$ cat src/rtl/apm_pkg.sv
package apm_pkg;

    // Classification of one host cycle on the command port
    typedef enum logic [1:0] {
        CMD_NONE     = 2'd0,
        CMD_ACPI_ON  = 2'd1,
        CMD_ACPI_OFF = 2'd2,
        CMD_TRAP     = 2'd3
    } cmd_kind_e;

    typedef enum logic {
        SMI_IDLE = 1'b0,
        SMI_PEND = 1'b1
    } smi_state_e;

    typedef enum logic {
        ACPI_OFF = 1'b0,
        ACPI_ON  = 1'b1
    } acpi_state_e;

endpackage

$ cat src/rtl/apm_cmd_decode.sv
module apm_cmd_decode
    import apm_pkg::*;
#(
    parameter int          DATA_W  = 8,
    parameter logic [7:0]  CODE_ON  = 8'hF1,
    parameter logic [7:0]  CODE_OFF = 8'hF0
) (
    input  logic              we,
    input  logic [DATA_W-1:0] data,
    output cmd_kind_e         kind
);

    localparam logic [DATA_W-1:0] ON_W  = DATA_W'(CODE_ON);
    localparam logic [DATA_W-1:0] OFF_W = DATA_W'(CODE_OFF);

    always_comb begin
        if (!we) begin
            kind = CMD_NONE;
        end else if (data == ON_W) begin
            kind = CMD_ACPI_ON;
        end else if (data == OFF_W) begin
            kind = CMD_ACPI_OFF;
        end else begin
            kind = CMD_TRAP;
        end
    end

    // a mode-switch code is never classified as a trap
    always_comb begin
        if (we && (data == ON_W || data == OFF_W)) begin
            mode_not_trap_chk: assert (kind != CMD_TRAP);
        end
    end

endmodule

$ cat src/rtl/apm_gate_reg.sv
module apm_gate_reg #(
    parameter int DATA_W      = 8,
    parameter int GATE_BIT    = 1,
    parameter bit SMM_PRESENT = 1'b0
) (
    input  logic              clk,
    input  logic              rst_n,
    input  logic              cfg_we,
    input  logic [DATA_W-1:0] cfg_wdata,
    output logic [DATA_W-1:0] cfg_q,
    output logic              gate
);

    // Without SMM support the gate bit comes up set ("already initialised")
    localparam logic [DATA_W-1:0] RST_VAL =
        SMM_PRESENT ? '0 : (DATA_W'(1) << GATE_BIT);

    always_ff @(posedge clk or negedge rst_n) begin
        if (!rst_n) begin
            cfg_q <= RST_VAL;
        end else if (cfg_we) begin
            cfg_q <= cfg_wdata;
        end
    end

    assign gate = cfg_q[GATE_BIT];


    cfg_load_chk: assert property (@(posedge clk) disable iff (!rst_n)
        cfg_we |=> (cfg_q == $past(cfg_wdata)));


    cfg_hold_chk: assert property (@(posedge clk) disable iff (!rst_n)
        !cfg_we |=> $stable(cfg_q));

endmodule

$ cat src/rtl/apm_sci_fsm.sv
module apm_sci_fsm
    import apm_pkg::*;
(
    input  logic      clk,
    input  logic      rst_n,
    input  cmd_kind_e kind,
    output logic      sci_en
);

    acpi_state_e state_q, state_d;

    always_ff @(posedge clk or negedge rst_n) begin
        if (!rst_n) begin
            state_q <= ACPI_OFF;
        end else begin
            state_q <= state_d;
        end
    end

    always_comb begin
        state_d = state_q;
        unique case (state_q)
            ACPI_OFF: if (kind == CMD_ACPI_ON)  state_d = ACPI_ON;   // enable
            ACPI_ON:  if (kind == CMD_ACPI_OFF) state_d = ACPI_OFF;  // disable
            default:  state_d = ACPI_OFF;
        endcase
    end

    always_comb begin
        sci_en = (state_q == ACPI_ON);
    end


    acpi_on_chk: assert property (@(posedge clk) disable iff (!rst_n)
        (kind == CMD_ACPI_ON) |=> sci_en);


    acpi_off_chk: assert property (@(posedge clk) disable iff (!rst_n)
        (kind == CMD_ACPI_OFF) |=> !sci_en);


    acpi_keep_chk: assert property (@(posedge clk) disable iff (!rst_n)
        (kind == CMD_TRAP || kind == CMD_NONE) |=> $stable(sci_en));

endmodule

$ cat src/rtl/apm_smi_fsm.sv
module apm_smi_fsm
    import apm_pkg::*;
(
    input  logic      clk,
    input  logic      rst_n,
    input  cmd_kind_e kind,
    input  logic      gate,
    input  logic      ack,
    output logic      smi_req
);

    smi_state_e state_q, state_d;
    logic       trap_hit;

    always_comb begin
        trap_hit = (kind == CMD_TRAP) && gate;
    end

    always_ff @(posedge clk or negedge rst_n) begin
        if (!rst_n) begin
            state_q <= SMI_IDLE;
        end else begin
            state_q <= state_d;
        end
    end

    // A trap in the same cycle as an acknowledge wins, so no request is lost
    always_comb begin
        state_d = state_q;
        unique case (state_q)
            SMI_IDLE: if (trap_hit)         state_d = SMI_PEND;  // trap
            SMI_PEND: if (ack && !trap_hit) state_d = SMI_IDLE;  // acknowledge
            default:  state_d = SMI_IDLE;
        endcase
    end

    always_comb begin
        smi_req = (state_q == SMI_PEND);
    end


    mode_no_smi_chk: assert property (@(posedge clk) disable iff (!rst_n)
        ((kind == CMD_ACPI_ON || kind == CMD_ACPI_OFF) && (!smi_req || ack)) |=> !smi_req);


    trap_raise_chk: assert property (@(posedge clk) disable iff (!rst_n)
        ((kind == CMD_TRAP) && gate) |=> smi_req);


    trap_gated_chk: assert property (@(posedge clk) disable iff (!rst_n)
        ((kind == CMD_TRAP) && !gate && !smi_req) |=> !smi_req);


    smi_hold_chk: assert property (@(posedge clk) disable iff (!rst_n)
        (smi_req && !ack) |=> smi_req);


    smi_clear_chk: assert property (@(posedge clk) disable iff (!rst_n)
        (smi_req && ack && !((kind == CMD_TRAP) && gate)) |=> !smi_req);

endmodule

$ cat src/rtl/apm_smi_ctrl.sv
module apm_smi_ctrl
    import apm_pkg::*;
#(
    parameter int         DATA_W      = 8,
    parameter int         GATE_BIT    = 1,
    parameter bit         SMM_PRESENT = 1'b0,
    parameter logic [7:0] CODE_ON     = 8'hF1,
    parameter logic [7:0] CODE_OFF    = 8'hF0
) (
    input  logic              clk,
    input  logic              rst_n,
    input  logic              cmd_we,
    input  logic [DATA_W-1:0] cmd_wdata,
    input  logic              cfg_we,
    input  logic [DATA_W-1:0] cfg_wdata,
    input  logic              smi_ack,
    output logic [DATA_W-1:0] cfg_q,
    output logic              sci_en,
    output logic              smi_req,
    output logic [DATA_W-1:0] last_cmd
);

    cmd_kind_e kind;
    logic      gate;

    apm_cmd_decode #(
        .DATA_W  (DATA_W),
        .CODE_ON (CODE_ON),
        .CODE_OFF(CODE_OFF)
    ) u_decode (
        .we  (cmd_we),
        .data(cmd_wdata),
        .kind(kind)
    );

    apm_gate_reg #(
        .DATA_W     (DATA_W),
        .GATE_BIT   (GATE_BIT),
        .SMM_PRESENT(SMM_PRESENT)
    ) u_gate (
        .clk      (clk),
        .rst_n    (rst_n),
        .cfg_we   (cfg_we),
        .cfg_wdata(cfg_wdata),
        .cfg_q    (cfg_q),
        .gate     (gate)
    );

    apm_sci_fsm u_sci (
        .clk   (clk),
        .rst_n (rst_n),
        .kind  (kind),
        .sci_en(sci_en)
    );

    apm_smi_fsm u_smi (
        .clk    (clk),
        .rst_n  (rst_n),
        .kind   (kind),
        .gate   (gate),
        .ack    (smi_ack),
        .smi_req(smi_req)
    );

    // Command byte kept for the handler to read back
    always_ff @(posedge clk or negedge rst_n) begin
        if (!rst_n) begin
            last_cmd <= '0;
        end else if (cmd_we) begin
            last_cmd <= cmd_wdata;
        end
    end


    last_cmd_chk: assert property (@(posedge clk) disable iff (!rst_n)
        cmd_we |=> (last_cmd == $past(cmd_wdata)));


    smi_no_dip_chk: assert property (@(posedge clk) disable iff (!rst_n)
        (smi_req && cmd_we && gate && cmd_wdata != DATA_W'(CODE_ON)
                && cmd_wdata != DATA_W'(CODE_OFF)) |=> smi_req);

endmodule

$ cat config.mk
export PLATFORM = sky130hd
export DESIGN_NAME = apm_smi_ctrl
export DESIGN_NICKNAME = d
export VERILOG_FILES = /design/src/rtl/apm_pkg.sv /design/src/rtl/apm_cmd_decode.sv /design/src/rtl/apm_gate_reg.sv /design/src/rtl/apm_sci_fsm.sv /design/src/rtl/apm_smi_fsm.sv /design/src/rtl/apm_smi_ctrl.sv
export SDC_FILE = /design/constraint.sdc
export NUM_CORES = 1
export LEC_CHECK = 0
export ABC_AREA = 1
export BUFFER_PORTS_ARGS = -buffer_cell sky130_fd_sc_hd__buf_2
export CAP_MARGIN = 10
export CORE_MARGIN = 2
export CORE_UTILIZATION = 39
export CTS_CLUSTER_DIAMETER = 30
export DETAILED_ROUTE_END_ITERATION = 6
export GPL_ROUTABILITY_DRIVEN = 0
export HOLD_SLACK_MARGIN = 0.12
export PLACE_DENSITY_LB_ADDON = 0.3
export RECOVER_POWER = 50
export SETUP_SLACK_MARGIN = 0.1
export SYNTH_ARGS = -nofsm -noshare
export SYNTH_HDL_FRONTEND = slang
export SYNTH_SLANG_ARGS = --single-unit
$ cat constraint.sdc
create_clock -name clk -period 0.8 [get_ports clk]
set_input_delay 0 -clock clk [delete_from_list [all_inputs] [get_ports clk]]
set_output_delay 0 -clock clk [all_outputs]
set_load 0.03 [all_outputs]
==> results.json, run 1 <==
{
  "critPathBufInv": 1,
  "antenna_found_initial": 0,
  "wl_um": 1770,
  "die_h_um": 48.6,
  "dr.pass1.iters": 4,
  "rsz0062_at_grt": "true",
  "timing.rr.end": "u_smi.smi_req",
  "hpwl_um": 1150,
  "cts_max_level": 1,
  "grt.overflow.total": 0,
  "cts_made_buffers": 3,
  "mostFrequentLayoutCell": "nand2_1",
  "syn_avg_cell_area_um2": 9.33,
  "synth_top_area_cell": "dfrtp_1",
  "cp_slowest_stage_delay_ns": 0.57,
  "cp.required_ns": 0.80,
  "initial_core_util_pct": 40.3,
  "worstSetupEndpointType": "output pin",
  "port_buffers": 38,
  "ios": 39,
  "ys_seq_area_share_pct": 58.3,
  "area_growth_pct": 71.2,
  "crit_type": "reg2out",
  "cp-start-kind": "register",
  "whs_ns": -0.0711,
  "drv_cap": 0,
  "drc": 0,
  "clock-sinks": 18,
  "crit_chain": "buf_6",
  "tritoncts": "yes",
  "netlist_instances": 83,
  "vias": 720,
  "ys_types": 14,
  "die-area_um2": 2360,
  "cts_root_buf": "clkbuf_4",
  "r2r_start": "u_gate.cfg_q[1]",
  "synth.ff_latch_count": 18,
  "synthesis.area_um2": 774,
  "ant_nets": 0,
  "grt_pass1_wl_um": 3050,
  "violations": "hold timing, setup timing",
  "final_cell_mix": "30 x nand2_1, 22 x buf_6, 19 x buf_2",
  "fp.dieW_um": 48.6,
  "synth_top_area_share_pct": 54.9,
  "crit_cells": 1,
  "peakVddDrop_mv": 1.37,
  "period_share_pct": 125,
  "critical_path.startpoint": "u_gate.cfg_q[1]",
  "setup_viol": 20,
  "wl_per_cell_um": 10.7,
  "clk_pin_slew_ns": 0.11,
  "max_slew_margin_pct": 70.2,
  "rows": 16,
  "ys_warn_count": 0,
  "clk_latency_ns": 0.30,
  "grt_pass1_vias": 712,
  "synth_area_leaders": "dfrtp_1 55%, nand2_1 16%, mux2_2 10%",
  "cp_max_fo": 2,
  "status": "complete, but fails checks",
  "period_minus_slack_ns": 0.998,
  "max_freq_ghz": 1.00,
  "endpoint": "cfg_q[1]",
  "ff2ff_setup_slack_ns": -0.06,
  "drive_above_1_share_pct": 59.4,
  "placedCellCount": 145,
  "post-place-ws_ns": 0.000910,
  "instances_no_fill": 165,
  "slowest_stage": "dfstp_2",
  "nets": 160,
  "cp.arrival_ns": 1.00,
  "setup_slack_ns": -0.198,
  "powerDensity_nw_per_um2": 1790,
  "min_path_type": "in2reg",
  "hold_viol_final": 12,
  "coreArea_um2": 1920,
  "grt_max_degree": 19,
  "p_leak_nw": 0.669,
  "grt_use_total_pct": 16.4,
  "design_area_um2": 1330,
  "antennaDiodeCount": 0,
  "slew_violations": 0,
  "syn_nets": 104,
  "routed_via_density": 4.36,
  "cts_hold_buf": 13,
  "place_area_um2": 995,
  "critPathTopFamily": "flip-flops",
  "skew_ns": 0.000000305,
  "rr_worst_depth": 4,
  "first_iter_violations": 20,
  "clock_path_buffers": 2,
  "tightestPinTransition_ns": 0.447
}
==> flip-flops by register name, summed over array words and instances (netlist names) <==
register and flops:
last_cmd 8, u_gate.cfg_q 8, u_sci.sci_en 1, u_smi.smi_req 1
==> worst register-to-register path: stages (launching register included) <==
cell,delay [ns]
dfstp_2,0.57
inv_2,0.04
nor2_1,0.07
nand2_1,0.06
nand2_1,0.06
==> layout make-up <==
class	count	area (um2)
inverter	9	33.8
multi-input combinational	53	283
tap	27	33.8
fill	163	596
timing repair buffer	54	468
sequential	18	472
clock buffer	4	36.3
==> cells in the mapped netlist <==
master,instances
o21ai_2,2
buf_6,1
o21ai_1,1
nand2_1,34
inv_1,7
dfrtp_1,17
inv_2,2
buf_4,1
mux2_2,7
dfstp_2,1
o21ai_0,1
buf_2,1
nor2_1,7
a21oi_1,1
==> layer usage <==
layer / global-route usage (%) / vias to the layer above / routed length (um)
li1: - / 362 / -
met1: 19.8 / 334 / 691
met2: 29.6 / 22 / 967
met3: 3.70 / 2 / 96
met4: 4.29 / 0 / 16
met5: 0 / - / 0
==> what timing repair did <==
item                                    4_1_cts  5_1_grt
setup buffers                                 4        0
resized for setup                            39        8
endpoints found under the setup margin       28       34
pin swaps                                     1        2
hold endpoints to repair                     36       13
==> report_power, final <==
group	total (mW)	internal, mW	switching [mW]
Combinational	0.723	0.357	0.366
Clock	0.569	0.277	0.292
Sequential	1.09	1.02	0.0685
==> how the worst min path moves through the flow <==
| stage | from | to | slack, ns | cells past startpoint |
|---|---|---|---|---|
| after floorplan | rst_n | last_cmd[0] | -0.30 | 0 |
| after global placement | rst_n | u_smi.smi_req | -0.06 | 1 |
| after detailed placement | rst_n | u_smi.smi_req | -0.05 | 1 |
| after CTS | cfg_wdata[0] | u_gate.cfg_q[0] | -0.07 | 2 |
| after global routing | cfg_wdata[7] | u_gate.cfg_q[7] | -0.07 | 2 |
| final | cfg_wdata[0] | u_gate.cfg_q[0] | -0.07 | 2 |
==> through the flow <==
stage | setup TNS, ns | power (mW) | util, %
after floorplan | -0.320 | 1.41 | -
after global placement | 0 | 1.57 | 51.8
after detailed placement | 0 | 1.58 | 51.8
after CTS | -1.25 | 2.36 | 68.2
after global routing | -1.77 | 2.47 | 69.0
final | -1.23 | 2.38 | 69.0
==> kinds of logic after synthesis <==
| group | Yosys count | share of synthesized area (%) |
|---|---|---|
| compound gates | 5 | 4.20 |
| buf+inv | 12 | 7.43 |
| flops | 18 | 58.3 |
| mux | 7 | 10.2 |
| simple gates | 41 | 19.9 |
Note: power is estimated with default switching activity, not from simulation.
==> run 2, diff against run 1 <==
--- a/config.mk
+++ b/config.mk
@@ -14,7 +14,7 @@
 export DETAILED_ROUTE_END_ITERATION = 6
 export GPL_ROUTABILITY_DRIVEN = 0
 export HOLD_SLACK_MARGIN = 0.12
-export PLACE_DENSITY_LB_ADDON = 0.3
+export PLACE_DENSITY = 0.85
 export RECOVER_POWER = 50
 export SETUP_SLACK_MARGIN = 0.1
 export SYNTH_ARGS = -nofsm -noshare
==> run 2 against run 1 <==
Against the previous run:
- the run still ends with hold timing, setup timing left
- critical path type is now reg2reg
- core utilization is 1.0 points higher
- critical path depth is 4 higher
- highest routed layer unchanged
- via count is 7.2% higher
- clock-buffer cell count stayed put
- cell count is 2.4% higher
==> results.json, run 2 (synthesis gave the netlist of run 1 again) <==
{
  "max_slew_margin_pct": 69.8,
  "die_h_um": 48.6,
  "cp_max_fo": 2,
  "rows": 16,
  "crit_cells": 5,
  "violations": "hold timing, setup timing",
  "grt_use_total_pct": 18.4,
  "port_buffers": 38,
  "slowest_stage": "dfstp_2",
  "antennaDiodeCount": 0,
  "wl_per_cell_um": 12.4,
  "cp.arrival_ns": 1.22,
  "clk_latency_ns": 0.30,
  "setup_viol": 22,
  "crit_type": "reg2reg",
  "endpoint": "u_smi.smi_req",
  "grt_max_degree": 19,
  "critical_path.startpoint": "u_gate.cfg_q[1]",
  "rsz0062_at_grt": "true",
  "critPathTopFamily": "flip-flops",
  "clk_pin_slew_ns": 0.10,
  "area_growth_pct": 73.8,
  "critPathBufInv": 2,
  "grt_pass1_vias": 742,
  "setup_slack_ns": -0.180,
  "place_area_um2": 1000,
  "grt.overflow.total": 0,
  "period_minus_slack_ns": 0.980,
  "whs_ns": -0.0752,
  "period_share_pct": 122,
  "mostFrequentLayoutCell": "nand2_1",
  "crit_chain": "buf_4 -> inv_2 -> nor2_2 -> nand2_1 -> nand2_1",
  "cts_max_level": 1,
  "p_leak_nw": 0.687,
  "wl_um": 2100,
  "clock-sinks": 18,
  "r2r_start": "u_gate.cfg_q[1]",
  "max_freq_ghz": 1.02,
  "skew_ns": 0.00432,
  "antenna_found_initial": 0,
  "timing.rr.end": "u_smi.smi_req",
  "final_cell_mix": "34 x nand2_1, 20 x buf_6, 19 x buf_2",
  "powerDensity_nw_per_um2": 1780,
  "hpwl_um": 1300,
  "ant_nets": 0,
  "hold_viol_final": 5,
  "design_area_um2": 1350,
  "nets": 164,
  "drc": 0,
  "initial_core_util_pct": 40.3,
  "cp.required_ns": 1.04,
  "first_iter_violations": 7,
  "cts_root_buf": "clkbuf_4",
  "crit_path_frequent_cell": "nand2_1",
  "coreArea_um2": 1920,
  "vias": 772,
  "drive_above_1_share_pct": 56.3,
  "tritoncts": "yes",
  "worstSetupEndpointType": "register",
  "peakVddDrop_mv": 1.18,
  "post-place-ws_ns": -0.0417,
  "cp-start-kind": "register",
  "slew_violations": 0,
  "ff2ff_setup_slack_ns": -0.18,
  "die-area_um2": 2360,
  "placedCellCount": 146,
  "clock_path_buffers": 2,
  "min_path_type": "in2reg",
  "status": "complete, but fails checks",
  "dr.pass1.iters": 4,
  "cp_slowest_stage_delay_ns": 0.55,
  "drv_cap": 0,
  "fp.dieW_um": 48.6,
  "grt_pass1_wl_um": 3260,
  "ios": 39,
  "rr_worst_depth": 5,
  "instances_no_fill": 169,
  "routed_via_density": 4.57,
  "tightestPinTransition_ns": 0.454,
  "cts_made_buffers": 3,
  "p_total_mw": 2.40,
  "largest_registers": "last_cmd (8), u_gate.cfg_q (8)"
}
## run 2: how the worst min path moves through the flow
stage | from | to | cells past startpoint
final | cfg_wdata[6] | u_gate.cfg_q[6] | 2
after global routing | cfg_wdata[0] | u_gate.cfg_q[0] | 2
after CTS | cfg_wdata[4] | u_gate.cfg_q[4] | 2
after detailed placement | rst_n | u_smi.smi_req | 1
after global placement | rst_n | u_smi.smi_req | 1
after floorplan | rst_n | last_cmd[0] | 0
## run 2: area by class of cell
class	instances	area, um2
Clock buffer	4	36.3
Multi-Input combinational cell	53	275
Inverter	9	33.8
Timing Repair Buffer	58	495
Tap cell	27	33.8
Sequential cell	18	472
Fill cell	155	576
## run 2: layer usage
layer  GRT usage [%]  share of wire (%)
met1            21.7                 40
met3            2.78                3.7
met5               0                  0
met4            8.57                1.1
met2            32.9                 55
## run 2: power breakdown
group / internal, mW / switching, mW
Sequential: 1.02 / 0.0691
Combinational: 0.368 / 0.376
Clock: 0.278 / 0.292
## run 2: repair_timing
action / CTS / global route
setup buffers: 4 / 1
pin swaps: 1 / 2
hold buffers: 12 / 2
endpoints found under the setup margin: 28 / 29
resized for setup: 39 / 3
hold endpoints to repair: 36 / 15
## run 2: through the flow
stage / util, % / setup TNS [ns]
6_report: 70.1 / -1.51
5_1_grt: 70.1 / -2.25
4_1_cts: 68.1 / -1.48
3_5_place_dp: 52.1 / -0.0417
3_3_place_gp: 52.1 / 0
2_1_floorplan: - / -0.320
